$ cat src/rtl/udec_pkg.sv
package udec_pkg;
  localparam int SLOTS   = 3;
  localparam int LANES   = 4;
  localparam int TAG_W   = 8;
  localparam int ROM_AW  = 5;
  localparam int UOP_W   = TAG_W + 3;
  localparam int SEG_W   = 3;   // sequences end at every 2**SEG_W boundary
  localparam int SEQ_RATE = 3;
endpackage

$ cat src/rtl/udec_rom.sv
module udec_rom #(
  parameter int AW    = udec_pkg::ROM_AW,
  parameter int DW    = udec_pkg::UOP_W,
  parameter int RATE  = udec_pkg::SEQ_RATE,
  parameter int SEG_W = udec_pkg::SEG_W
) (
  input  logic [AW-1:0]      base,
  output logic [RATE*DW-1:0] rd_uop,
  output logic [RATE-1:0]    rd_end
);
  localparam int PAD = DW - 1 - AW;

  // one read port per uop delivered per sequencer cycle
  for (genvar p = 0; p < RATE; p++) begin : g_port
    logic [AW-1:0] addr;
    assign addr = base + AW'(p);
    assign rd_uop[p*DW +: DW] = {1'b1, {PAD{1'b0}}, addr};
    assign rd_end[p] = &addr[SEG_W-1:0];
  end
endmodule

$ cat src/rtl/udec_steer.sv
module udec_steer #(
  parameter int TAG_W = udec_pkg::TAG_W,
  parameter int LANES = udec_pkg::LANES
) (
  input  logic [2:0]               v,
  input  logic [2:0]               u,
  input  logic [5:0]               nm1,
  input  logic [3*TAG_W-1:0]       tag,
  output logic [LANES-1:0]         lane_v,
  output logic [LANES*(TAG_W+3)-1:0] lane_uop,
  output logic [1:0]               take
);
  localparam int DW = TAG_W + 3;

  logic [2:0] c0;
  logic       iss0, iss1, iss2;

  assign c0   = {1'b0, nm1[1:0]} + 3'd1;
  assign iss0 = v[0] && !u[0];
  // narrow slots only take single-uop work, and only if a lane is free
  assign iss1 = iss0 && v[1] && !u[1] && (nm1[3:2] == 2'd0) && (c0 <= 3'd3);
  assign iss2 = iss1 && v[2] && !u[2] && (nm1[5:4] == 2'd0) && (c0 <= 3'd2);
  assign take = 2'(iss0) + 2'(iss1) + 2'(iss2);

  always_comb begin
    lane_v   = '0;
    lane_uop = '0;
    for (int l = 0; l < LANES; l++) begin
      if (iss0 && 3'(l) < c0) begin
        lane_v[l] = 1'b1;
        lane_uop[l*DW +: DW] = {1'b0, tag[0 +: TAG_W], 2'(l)};
      end else if (iss1 && 3'(l) == c0) begin
        lane_v[l] = 1'b1;
        lane_uop[l*DW +: DW] = {1'b0, tag[TAG_W +: TAG_W], 2'b00};
      end else if (iss2 && 3'(l) == c0 + 3'd1) begin
        lane_v[l] = 1'b1;
        lane_uop[l*DW +: DW] = {1'b0, tag[2*TAG_W +: TAG_W], 2'b00};
      end
    end
  end
endmodule

$ cat src/rtl/uop_steer.sv
module uop_steer
  import udec_pkg::*;
(
  input  logic                   clk,
  input  logic                   rst_n,
  input  logic                   flush,
  input  logic [2:0]             in_valid,
  input  logic [2:0]             in_ucode,
  input  logic [5:0]             in_nm1,
  input  logic [23:0]            in_tag,
  input  logic [14:0]            in_ridx,
  output logic [1:0]             in_take,
  output logic [3:0]             out_valid,
  output logic [43:0]            out_uop,
  input  logic                   out_ready
);
  logic              seq_act;
  logic [ROM_AW-1:0] seq_ptr;
  logic [ROM_AW-1:0] rom_base;
  logic              rom_mode;
  logic [SEQ_RATE*UOP_W-1:0] rom_uop;
  logic [SEQ_RATE-1:0]       rom_end;
  logic [SEQ_RATE-1:0]       alive;
  logic                      seq_done;
  logic [LANES-1:0]          st_v;
  logic [LANES*UOP_W-1:0]    st_uop;
  logic [1:0]                st_take;
  logic [LANES-1:0]          rom_v;
  logic [LANES*UOP_W-1:0]    rom_lane;

  assign rom_mode = seq_act || (in_valid[0] && in_ucode[0]);
  assign rom_base = seq_act ? seq_ptr : in_ridx[ROM_AW-1:0];

  udec_rom i_rom (
    .base   (rom_base),
    .rd_uop (rom_uop),
    .rd_end (rom_end)
  );

  udec_steer i_steer (
    .v        (in_valid),
    .u        (in_ucode),
    .nm1      (in_nm1),
    .tag      (in_tag),
    .lane_v   (st_v),
    .lane_uop (st_uop),
    .take     (st_take)
  );

  // a port is live while no earlier port in this group ended the sequence
  for (genvar p = 0; p < SEQ_RATE; p++) begin : g_alive
    if (p == 0) begin : g_first
      assign alive[p] = 1'b1;
    end else begin : g_next
      assign alive[p] = alive[p-1] && !rom_end[p-1];
    end
  end
  assign seq_done = |(alive & rom_end);

  for (genvar l = 0; l < LANES; l++) begin : g_lane
    if (l < SEQ_RATE) begin : g_rom
      assign rom_v[l] = alive[l];
      assign rom_lane[l*UOP_W +: UOP_W] = rom_uop[l*UOP_W +: UOP_W];
    end else begin : g_idle
      assign rom_v[l] = 1'b0;
      assign rom_lane[l*UOP_W +: UOP_W] = '0;
    end
  end

  assign out_valid = flush ? '0 : (rom_mode ? rom_v : st_v);
  assign out_uop   = rom_mode ? rom_lane : st_uop;
  assign in_take   = (flush || !out_ready) ? 2'd0 :
                     (rom_mode ? (seq_act ? 2'd0 : 2'd1) : st_take);

  always_ff @(posedge clk) begin
    if (!rst_n) begin
      seq_act <= 1'b0;
      seq_ptr <= '0;
    end else if (flush) begin
      seq_act <= 1'b0;
    end else if (out_ready && rom_mode) begin
      seq_act <= !seq_done;
      seq_ptr <= rom_base + ROM_AW'(SEQ_RATE);
    end
  end

  a_r3_lanes_contig: assert property (@(posedge clk) disable iff (!rst_n)
    ((out_valid & (out_valid + 4'd1)) == 4'd0));
  a_r8_seq_no_take: assert property (@(posedge clk) disable iff (!rst_n)
    seq_act |-> (in_take == 2'd0));
  a_r8_lane3_idle: assert property (@(posedge clk) disable iff (!rst_n)
    seq_act |-> !out_valid[3]);
  a_r4_take_bound: assert property (@(posedge clk) disable iff (!rst_n)
    32'(in_take) <= $countones(in_valid));
  a_r10_hold_state: assert property (@(posedge clk) disable iff (!rst_n)
    (!out_ready && !flush) |=> ($stable(seq_act) && $stable(seq_ptr)));
  a_r11_flush_idle: assert property (@(posedge clk) disable iff (!rst_n)
    flush |=> !seq_act);
  a_r11_flush_quiet: assert property (@(posedge clk) disable iff (!rst_n)
    flush |-> (out_valid == 4'd0 && in_take == 2'd0));
endmodule

$ cat config.mk
export PLATFORM = sky130hd
export DESIGN_NAME = uop_steer
export DESIGN_NICKNAME = d
export VERILOG_FILES = /design/src/rtl/udec_pkg.sv /design/src/rtl/udec_rom.sv /design/src/rtl/udec_steer.sv /design/src/rtl/uop_steer.sv
export SDC_FILE = /design/constraint.sdc
export NUM_CORES = 1
export LEC_CHECK = 0
export BUFFER_PORTS_ARGS = -buffer_cell sky130_fd_sc_hd__buf_2
export CAP_MARGIN = 10
export CORE_ASPECT_RATIO = 1.2
export CORE_MARGIN = 4
export CORE_UTILIZATION = 30
export CTS_CLUSTER_DIAMETER = 40
export DETAILED_ROUTE_END_ITERATION = 16
export PLACE_DENSITY = 0.66
export SYNTH_ARGS = -nofsm -noshare
export SYNTH_HDL_FRONTEND = slang
export SYNTH_SLANG_ARGS = --single-unit
$ cat constraint.sdc
create_clock -name clk -period 3 [get_ports clk]
set_clock_uncertainty 0.15 [all_clocks]
set_input_delay 0.6 -clock clk [delete_from_list [all_inputs] [get_ports clk]]
set_output_delay 0.6 -clock clk [all_outputs]
set_load 0.05 [all_outputs]
After elaboration in Yosys (flattened, before gate mapping)
Cells that the tools add are included.
Word-level totals
  word-level logic and storage cells: 98
  output and inout bits: 50
  flip-flop bits (word level): 6
  input port bits: 55
Cells by class
  muxes and demuxes: 31
  bitwise operators: 3
  reductions and logical operators: 43
  magnitude comparators: 6
  eq/ne operators: 6
  add/sub/neg operators: 7
Operators with widths (number)
  two-way mux 11 bit: 8
  two-way mux 44 bit: 1
  two-way mux 10 bit: 4
  logical AND 1 bit: 24
  two-way mux 1 bit: 13
  == test 2 x 3 -> 1 bit (first input constant): 4
  adder 5 x 2 -> 5 bit (second input constant): 2
  AND reduction 3 bit: 3
  two-way mux 4 bit: 2
  logical NOT 1 bit: 7
  == test 1 x 3 -> 1 bit (first input constant): 2
  less-or-equal comparator 3 x 2 -> 1 bit (second input constant): 2
  logical NOT 3 bit: 2
  less-than comparator 1 x 3 -> 1 bit (first input constant): 2
  less-than comparator 2 x 3 -> 1 bit (first input constant): 2
  adder 5 x 1 -> 5 bit (second input constant): 1
  two-way mux 5 bit: 1
  logical NOT 2 bit: 2
  two-way mux 2 bit: 2
  adder 2 x 1 -> 3 bit (second input constant): 1
  adder 3 x 1 -> 3 bit (second input constant): 1
  AND 3 bit: 1
  OR reduction 3 bit: 1
  adder 1 x 1 -> 2 bit: 1
  5 further kinds: 7

Depth between registers and ports, before layout
Gate-level depths: netlist of the first run.
  word-level depth: 16
  mapped depth: 8
  depth with buffers taken out: 7

Hierarchy
A second synthesis of the first run with hierarchy kept.
Unflattened totals
  cell total of the unflattened synthesis: 253
  area total of the unflattened synthesis: 1979.4 sq um
Modules (own cells, without submodules)
  uop_steer: cells an instance 107, area each 913.4 sq um, sequential area each 120.1 sq um, instances 1
  udec_steer: cells an instance 103, area each 743.2 sq um, sequential area each 0.0 sq um, instances 1
  udec_rom: cells an instance 43, area each 322.8 sq um, sequential area each 0.0 sq um, instances 1

Least setup slack after synthesis of the first run
No wires, ideal clock.
  kind: input to output
  from: input port in_ucode[0]
  to: output port in_take[0]
  slack: -0.618 ns
  path buffers: 1
  data required time: 2.250 ns
  arrival: 2.868 ns
  stages: 8
  cell sequence: buf_2 > nand2b_4 > inv_2 > and3_2 > and2_1 > fa_1 > a21oi_1 > nor3_1
Between the ends
  word-level cells in the longest chain between the ends: 13
  elaborated cells between the ends (all ways): 16
  classes of those cells: 2 x add/sub; 2 x mux; 12 x reduce/logical
Ends and longest elaborated chain
  from (decl): line uop_steer.sv:8  | input logic [2:0] in_ucode,
  logical NOT 1 bit: line udec_steer.sv:19  | assign iss0 = v[0] && !u[0];
  logical AND 1 bit: line udec_steer.sv:19
  logical AND 1 bit (4 in a row): line udec_steer.sv:21  | assign iss1 = iss0 && v[1] && !u[1] && (nm1[3:2] == 2'd0) && (c0 <= 3'd3);
  logical AND 1 bit (4 in a row): line udec_steer.sv:22  | assign iss2 = iss1 && v[2] && !u[2] && (nm1[5:4] == 2'd0) && (c0 <= 3'd2);
  adder 2 x 1 -> 2 bit: line udec_steer.sv:23  | assign take = 2'(iss0) + 2'(iss1) + 2'(iss2);
  two-way mux 2 bit (*): line uop_steer.sv:73  | (rom_mode ? (seq_act ? 2'd0 : 2'd1) : st_take);
  two-way mux 2 bit (*): line uop_steer.sv:72  | assign in_take = (flush || !out_ready) ? 2'd0 :
  to (decl): line uop_steer.sv:12  | output logic [1:0] in_take,
Every way passes the cells marked *; elsewhere a longest branch is shown, timed or not.

Final worst setup path of the first run
  from: register seq_act
  to: output port out_uop[25]
Between the ends
  word-level cells in the longest chain between the ends: 3
  elaborated cells between the ends (all ways): 4
  classes of those cells: 1 x add/sub; 2 x mux; 1 x reduce/logical
Ends and longest elaborated chain
  from (decl): line uop_steer.sv:17  | logic seq_act;
  from (signal assigned): line uop_steer.sv:82  | seq_act <= !seq_done;
  two-way mux 5 bit: line uop_steer.sv:32  | assign rom_base = seq_act ? seq_ptr : in_ridx[ROM_AW-1:0];
  adder 5 x 2 -> 5 bit: line udec_rom.sv:16  | assign addr = base + AW'(p);
  two-way mux 44 bit (*): line uop_steer.sv:71  | assign out_uop = rom_mode ? rom_lane : st_uop;
  to (decl): line uop_steer.sv:14  | output logic [43:0] out_uop,
Marked as above.

==> results.rst, run 1 <==
.. list-table::
   :header-rows: 1

   * - Metric
     - Value
   * - Result of the run
     - finished clean
   * - Area growth from synthesis to final layout
     - 48.81%
   * - Category of the worst setup path launch point
     - flip-flop
   * - Final standard cell area without fillers
     - 2273 um^2
   * - Number of enable flip-flop cells after synthesis
     - 0
   * - Dominant combinational cell family by area after synthesis
     - simple AND/OR/NAND/NOR gates
   * - Routed wire length
     - approximately 6000 um
   * - Utilization of the core after routing
     - 46.02%
   * - Die extent in y
     - about 86 um
   * - Clock input transition at the sequential cells of the worst setup and hold paths
     - 0.04 ns
   * - Effective utilization at floorplan
     - a little over 30%
   * - Number of antenna violations at the first check in global routing
     - 0
   * - Number of filler cells placed in the layout
     - 500
   * - Area of the core
     - slightly below 5000 um^2
   * - Via Count
     - 2,056
   * - Weighted congestion at the end of routability-driven global placement
     - 0.8722
   * - Distinct cells, synth
     - 53
   * - Clock latency on the worst-skew pair
     - ~0.22 ns
   * - Most used standard cells in the synthesized netlist
     - sky130_fd_sc_hd__nor2_1, sky130_fd_sc_hd__nand2_1, sky130_fd_sc_hd__a21oi_1, sky130_fd_sc_hd__o21ai_0, sky130_fd_sc_hd__nand3_1
   * - Number of detailed-routing iterations run before antenna repair
     - 4
   * - IR Drop Worst-Case VDD
     - between 0.1 and 0.15 mV
   * - Remaining global-route overflow
     - 0
   * - Arrival @ worst endpoint
     - around 2.2 ns
   * - Setup repair after global routing missed its margin
     - false
   * - Biggest fanout along the worst timing path
     - 6
   * - Most frequent cell after synthesis
     - sky130_fd_sc_hd__nor2_1
   * - Summed instance area of the synthesized netlist
     - roughly 1500 um^2
   * - Number of buffers between clock root and the deepest sink
     - 2
   * - Max-cap violations
     - 0
   * - Overall routing resource usage
     - between 10% and 20%
   * - Max Fclk
     - between 300 and 400 MHz
   * - Portion of synthesized cell area occupied by the leading cell type
     - about 8%
   * - Nature of the critical path endpoint
     - output pin
   * - Register bit count reported by yosys
     - 6
   * - Total count of max-transition violations in the final report
     - 0
   * - Via count of the first global-routing pass
     - 1,936
   * - Clk Tree Root Cell
     - sky130_fd_sc_hd__clkbuf_8
   * - Mapped Nets
     - between 200 and 300
   * - Complex-gate fraction of the synthesized area
     - between 30 and 40%
   * - Final worst path period need
     - roughly 2.9 ns
   * - Instance area after placement
     - around 2200 um^2
   * - Ant diodes
     - 0
   * - Number of buffer cells added on primary ports
     - 93
   * - CP required
     - 2.25 ns
   * - Asr flop ratio synth
     - 0%
   * - Number of hold-slack violations in the final timing report
     - 0
   * - Post-route clock period utilization
     - a little over nine tenths
   * - First-pass GRT wire length
     - approximately 9100 um
   * - Cell count after synthesis
     - around 230
   * - Full die area
     - around 6300 um^2
   * - Hold buffer count at CTS
     - 0
   * - Fraction of synthesized area in multiplexers
     - under 10%
   * - Number of CTS-inserted buffers
     - 3
   * - # clock sinks
     - 6
   * - Cell type with the largest total area after synthesis
     - sky130_fd_sc_hd__dfxtp_1
   * - Post-Synth Simple-Gate Area
     - 35.46%
   * - Number of nets at the end of the flow
     - 392
   * - Sequential cell area fraction in the yosys report
     - 7.862%
   * - Finish-stage setup viols
     - 0
   * - Number of design rule violations left after detail routing
     - 0
   * - TritonCTS clock tree
     - built
   * - Fraction of the mapped netlist area in adder cells
     - under 10%
   * - Leakage
     - ~1.1 nW
   * - Type of the worst setup path
     - reg2out
   * - Vias per cell
     - 5.299
   * - Prevailing post-synth register cell
     - sky130_fd_sc_hd__dfxtp_1
   * - Classification of the worst-slack hold path
     - reg2reg
   * - Final HPWL DP
     - between 4000 and 5000 um
   * - Cells taking the most area after synthesis
     - sky130_fd_sc_hd__dfxtp_1, sky130_fd_sc_hd__nor2_1, sky130_fd_sc_hd__a21oi_1, sky130_fd_sc_hd__nand2_1, sky130_fd_sc_hd__o21ai_0
   * - Remaining antenna violation count
     - 0
   * - Power per standard cell area
     - ~250 nW/um^2
   * - Number of top-level pins
     - about 110
   * - Row count
     - 28
   * - DRC marker count from the first detailed-route iteration
     - 95
   * - Die Wd
     - about 73 um
   * - Post-synthesis xor/xnor area fraction
     - under 10%
   * - Mean area per synthesized cell
     - a little under 7 um^2
   * - Routed length per instance
     - approximately 15 um
   * - Largest net degree at the start of global routing
     - 18
   * - Number of warnings issued by yosys
     - 0
   * - Max H-tree Level
     - 1
   * - Proportion of layout cells with a drive suffix above 1
     - between 40% and 50%
[per-layer routing]
layer	vias to the layer above	share of wire, %	global-route usage [%]
li1	1021	-	-
met3	7	7.8	2.784
met5	-	0	0
met4	0	0.83	4.530
met2	79	50	31.08
met1	949	41	22.46
[power breakdown]
group          internal, mW  switching, mW
registers            0.0828        0.00248
logic                 0.113          0.239
clock network        0.0863         0.0358
[worst paths after layout]
check,from,to,slack (ns),depth (start not counted)
max,seq_act$_SDFFE_PP0P_,out_uop[25],0.09,8
min,seq_ptr[0]$_SDFFE_PN0P_,seq_ptr[0]$_SDFFE_PN0P_,0.34,2
max reg2reg,seq_act$_SDFFE_PP0P_,seq_ptr[3]$_SDFFE_PN0P_,0.97,7
min reg2reg,seq_ptr[0]$_SDFFE_PN0P_,seq_ptr[0]$_SDFFE_PN0P_,0.34,2
[critical path, stage by stage, from the launching register on]
cell and delay [ns]:
sky130_fd_sc_hd__dfxtp_2 0.37, sky130_fd_sc_hd__buf_4 0.16, sky130_fd_sc_hd__mux2_2 0.35, sky130_fd_sc_hd__buf_4 0.15
sky130_fd_sc_hd__ha_1 0.23, sky130_fd_sc_hd__xnor2_1 0.18, sky130_fd_sc_hd__nand2_1 0.09, sky130_fd_sc_hd__o221ai_1 0.10
sky130_fd_sc_hd__buf_2 0.30
[state kept, by name (all words and copies together), names as in the netlist]
| name | flops |
|---|---|
| seq_ptr | 5 |
| seq_act | 1 |
[cell usage in the layout, fill, tap and decap left out, types with 2 or more instances in the layout]
cell type                  Yosys  final
sky130_fd_sc_hd__buf_12        1      2
sky130_fd_sc_hd__a31oi_2       0      5
sky130_fd_sc_hd__a21oi_1      19     17
sky130_fd_sc_hd__and3_1        4      4
sky130_fd_sc_hd__mux2i_2       1      2
sky130_fd_sc_hd__nor2_1       26     24
sky130_fd_sc_hd__nand3b_1      2      2
sky130_fd_sc_hd__inv_2         2      2
sky130_fd_sc_hd__nor3_2        0      2
sky130_fd_sc_hd__a22oi_1       7      7
sky130_fd_sc_hd__xnor2_1       4      4
sky130_fd_sc_hd__nand3_2       2      2
sky130_fd_sc_hd__nor2_2        0      2
sky130_fd_sc_hd__o211ai_1      2      2
sky130_fd_sc_hd__mux2i_1       4      3
sky130_fd_sc_hd__a21oi_2       1      3
sky130_fd_sc_hd__o21ai_1       3      4
sky130_fd_sc_hd__ha_1          6      6
sky130_fd_sc_hd__a32oi_1       3      3
sky130_fd_sc_hd__dfxtp_1       6      5
sky130_fd_sc_hd__inv_1         3      3
sky130_fd_sc_hd__nor2b_1       5      5
sky130_fd_sc_hd__o221ai_1      3      3
sky130_fd_sc_hd__nand2b_1      3      3
sky130_fd_sc_hd__o21ai_0      16     15
sky130_fd_sc_hd__buf_2         2     91
sky130_fd_sc_hd__nor3_1        4      2
sky130_fd_sc_hd__a211oi_1      5      4
sky130_fd_sc_hd__nand4b_1      2      2
sky130_fd_sc_hd__buf_4         8     28
sky130_fd_sc_hd__nand2_1      22     22
sky130_fd_sc_hd__a221oi_1      3      3
sky130_fd_sc_hd__nor4_1        2      2
sky130_fd_sc_hd__and2_1        9      9
sky130_fd_sc_hd__nand3_1      10     10
sky130_fd_sc_hd__mux2_2        2      2
sky130_fd_sc_hd__clkbuf_8      0      3
[stage by stage]
stage               setup slack [ns]  total power [mW]  hold WS (ns)  TNS [ns]  cells
finish                       0.09351            0.5591        0.3427         0    388
global route                0.007707            0.5907        0.3706         0    388
CTS                         0.005165            0.5587        0.3430         0    386
detailed placement          -0.06163            0.4331        0.3340  -0.06163    383
global placement            -0.05200            0.4305        0.3244  -0.05200    383
floorplan                    -0.1895            0.3194        0.3010   -0.2042    225
[cell type report]
type                            instances  area (um^2)  share of cell area [%]
Multi-Input combinational cell        192         1300                   57.18
Timing Repair Buffer                  122        716.9                   31.54
Sequential cell                         6        121.4                   5.338
Tap cell                               60        75.07                   3.302
Clock buffer                            3        41.29                   1.816
Inverter                                5        18.77                  0.8255
[logic make-up after synthesis]
group / count (synthesis)
buffers and inverters: 27
flip-flops: 6
multiplexers: 7
other: 1
AND/OR/NAND/NOR: 99
XOR/XNOR: 5
adder cells (fa/ha/maj): 7
AO/OA/AOI/OAI: 73
[timing repair]
action	4_1_cts	5_1_grt
buffers inserted	0	2
pin swaps	0	1
resized for setup	3	5
endpoints found under the setup margin	1	4
(Power assumes the default switching activity.)
==> run 2, diff against run 1 <==
==> constraint.sdc (replaced) <==
create_clock -name clk -period 3 [get_ports clk]
set_clock_uncertainty 0.15 [all_clocks]
set_input_delay 0.6 -clock clk [delete_from_list [all_inputs] [get_ports clk]]
set_output_delay 0.6 -clock clk [all_outputs]
set_load 0.02 [all_outputs]
==> run 2 against run 1 <==
Against the previous run:
- worst setup slack better by 0.033 ns
- register-to-register slack better by 0.11 ns
- critical path depth unchanged
- worst hold slack is essentially flat
- first-iteration DRC count is 46% higher
- critical path type is now in2out
==> results.rst, run 2 (synthesis results as in run 1) <==
.. list-table::
   :header-rows: 1

   * - Metric
     - Value
   * - Result of the run
     - finished clean
   * - Total count of max-transition violations in the final report
     - 0 (unchanged)
   * - Max H-tree Level
     - 1 (unchanged)
   * - Remaining global-route overflow
     - 0 (unchanged)
   * - Full die area
     - 6303 um^2 (unchanged)
   * - Row count
     - 28 (unchanged)
   * - Classification of the worst-slack hold path
     - reg2reg
   * - Endpoint of the worst hold-timing path
     - seq_ptr[0]$_SDFFE_PN0P_
   * - Reg2reg path depth
     - 6 (-1)
   * - Clock input transition at the sequential cells of the worst setup and hold paths
     - 0.04 ns (about the same)
   * - Number of design rule violations left after detail routing
     - 0 (unchanged)
   * - Number of top-level pins
     - 105 (unchanged)
   * - Leakage
     - 1.024 nW (-6.5%)
   * - Number of antenna violations at the first check in global routing
     - 0 (unchanged)
   * - Ant diodes
     - 0 (unchanged)
   * - Post-route clock period utilization
     - 95.79% (-1.1 points)
   * - CP required
     - 2.25 ns (about the same)
   * - TritonCTS clock tree
     - built
   * - Total negative slack for setup checks
     - 0 ns (unchanged)
   * - Number of nets at the end of the flow
     - 381 (-2.8%)
   * - Type of the worst setup path
     - in2out
   * - Setup repair after global routing missed its margin
     - false
   * - Via count of the first global-routing pass
     - 1,935 (-0.052%)
   * - Via Count
     - 2,002 (-2.6%)
   * - IR Drop Worst-Case VDD
     - 0.1336 mV (+22%)
   * - Final hold slack
     - 0.3423 ns (-0.0003480 ns)
   * - Number of buffers between clock root and the deepest sink
     - 2 (unchanged)
   * - Max-cap violations
     - 0 (unchanged)
   * - Count of cells along the worst hold path
     - 2 (unchanged)
   * - Die extent in y
     - 86.17 um (unchanged)
   * - Arrival @ worst endpoint
     - 2.12 ns (-0.04 ns)
   * - Reg2Reg Setup Slack
     - 1.08 ns (+0.11 ns)
   * - Nature of the critical path endpoint
     - output pin
   * - Largest registers
     - seq_ptr: 5 flops, seq_act: 1 flops
   * - Power per standard cell area
     - 223.9 nW/um^2 (-9.0%)
   * - Number of detailed-routing iterations run before antenna repair
     - 4 (unchanged)
   * - Weighted congestion at the end of routability-driven global placement
     - 0.8663 (-0.68%)
   * - Commonest cells after routing, fill and taps aside
     - sky130_fd_sc_hd__buf_2, sky130_fd_sc_hd__nor2_1, sky130_fd_sc_hd__nand2_1
   * - Hold buffer count at CTS
     - 0 (unchanged)
   * - Max FFs per register
     - 5 (unchanged)
   * - Max Fclk
     - 348.0 MHz (+1.1%)
   * - Largest net degree at the start of global routing
     - 24 (+6)
   * - Proportion of layout cells with a drive suffix above 1
     - 41.96% (-4.7 points)
   * - Final worst path period need
     - 2.874 ns (-0.03277 ns)
   * - Number of buffer cells added on primary ports
     - 93 (unchanged)
   * - Finish-stage setup viols
     - 0 (unchanged)
   * - # clock sinks
     - 6 (unchanged)
   * - First-pass GRT wire length
     - 9218 um (+1.6%)
   * - Post-CTS setup repair buffer count
     - 0 (unchanged)
   * - Effective utilization at floorplan
     - 30.93% (unchanged)
   * - Area growth from synthesis to final layout
     - 37.43%
   * - Register with the highest flop count
     - seq_ptr
   * - Overall routing resource usage
     - 18.14% (+0.33 points)
   * - Remaining antenna violation count
     - 0 (unchanged)
   * - Number of CTS-inserted buffers
     - 3 (unchanged)
   * - Routed wire length
     - 5714 um (-3.2%)
   * - DRC marker count from the first detailed-route iteration
     - 139 (+46%)
   * - Area of the core
     - 4940 um^2 (unchanged)
   * - End of the worst register-to-register path
     - seq_act$_SDFFE_PP0P_
   * - Vias per cell
     - 5.310 (+0.21%)
   * - Die Wd
     - 73.15 um (unchanged)
   * - Clk Tree Root Cell
     - sky130_fd_sc_hd__clkbuf_8
   * - Routed length per instance
     - 15.16 um (-0.33%)
   * - Most frequent standard cell in the layout excluding fill and tap cells
     - sky130_fd_sc_hd__buf_2
   * - Category of the worst setup path launch point
     - input pin
   * - Clock latency on the worst-skew pair
     - 0.23 ns (about the same)
   * - Startpoint of the most critical register-to-register path
     - seq_act$_SDFFE_PP0P_
   * - Biggest fanout along the worst timing path
     - 2 (-4)
   * - Hold Crit Start
     - seq_ptr[0]$_SDFFE_PN0P_
   * - Final HPWL DP
     - 4563 um (-5.8%)
   * - Number of hold-slack violations in the final timing report
     - 0 (unchanged)
-- run 2: cell types whose count changed in the layout (fill, tap and decap cells not counted), sizes merged --
cell	before	now
buf	122	111
-- run 2: metrics by stage --
| stage | instance area [um^2] | std cells | utilization (%) | total power, mW | setup slack [ns] |
|---|---|---|---|---|---|
| global placement | 2046 | 374 | 41.41 | 0.3419 | 0.01013 |
| CTS | 2088 | 377 | 42.27 | 0.4697 | 0.01210 |
| floorplan | 1533 | 225 | - | 0.2387 | 0.08782 |
| finish | 2100 | 377 | 42.50 | 0.4701 | 0.1263 |
| global route | 2100 | 377 | 42.50 | 0.4995 | 0.02495 |
| detailed placement | 2046 | 374 | 41.41 | 0.3434 | 0.01602 |
-- run 2: how the worst max path moves through the flow --
stage	start	end	slack, ns	cells after the start
2_1_floorplan	in_ridx[1]	out_valid[2]	0.09	7
3_3_place_gp	in_ridx[1]	out_valid[2]	0.01	9
3_5_place_dp	in_ridx[1]	out_valid[2]	0.02	9
4_1_cts	in_ridx[1]	out_valid[2]	0.01	9
5_1_grt	in_ucode[1]	in_take[0]	0.02	8
6_report	in_ucode[1]	in_take[0]	0.13	8
-- run 2: critical path: stages --
cell and delay [ns]:
sky130_fd_sc_hd__buf_2 0.11, sky130_fd_sc_hd__nor4b_4 0.27, sky130_fd_sc_hd__and3_2 0.23, sky130_fd_sc_hd__and2_1 0.14, sky130_fd_sc_hd__fa_1 0.40, sky130_fd_sc_hd__a21oi_1 0.15, sky130_fd_sc_hd__nor3_2 0.05, sky130_fd_sc_hd__buf_2 0.16
-- run 2: routing by layer --
metal | up-vias | wire length (um) | track usage (%)
met5 | - | 0 | 0
met4 | 0 | 70 | 5.034
met3 | 6 | 493 | 1.972
met2 | 91 | 2855 | 32.14
met1 | 905 | 2294 | 22.81
li1 | 1000 | - | -
-- run 2: where the power goes --
part | leakage (nW) | internal [mW] | total [mW] | switching (mW)
clock network | 0.0216 | 0.0865 | 0.125 | 0.0384
registers | 0.0492 | 0.0828 | 0.0852 | 0.00237
logic | 0.953 | 0.101 | 0.260 | 0.159
total | 1.02 | 0.270 | 0.470 | 0.200
-- run 2: layout make-up --
class,count,area (um^2)
Clock buffer,3,41.29
Sequential cell,6,121.4
Timing Repair Buffer,111,603.1
Inverter,5,18.77
Fill cell,527,2840
Multi-Input combinational cell,192,1240
Tap cell,60,75.07
-- run 2: repair_timing --
action                     4_1_cts  5_1_grt
resized for setup                1        4
setup endpoints to repair        1        2
gates cloned                     0        0
pin swaps                        0        2
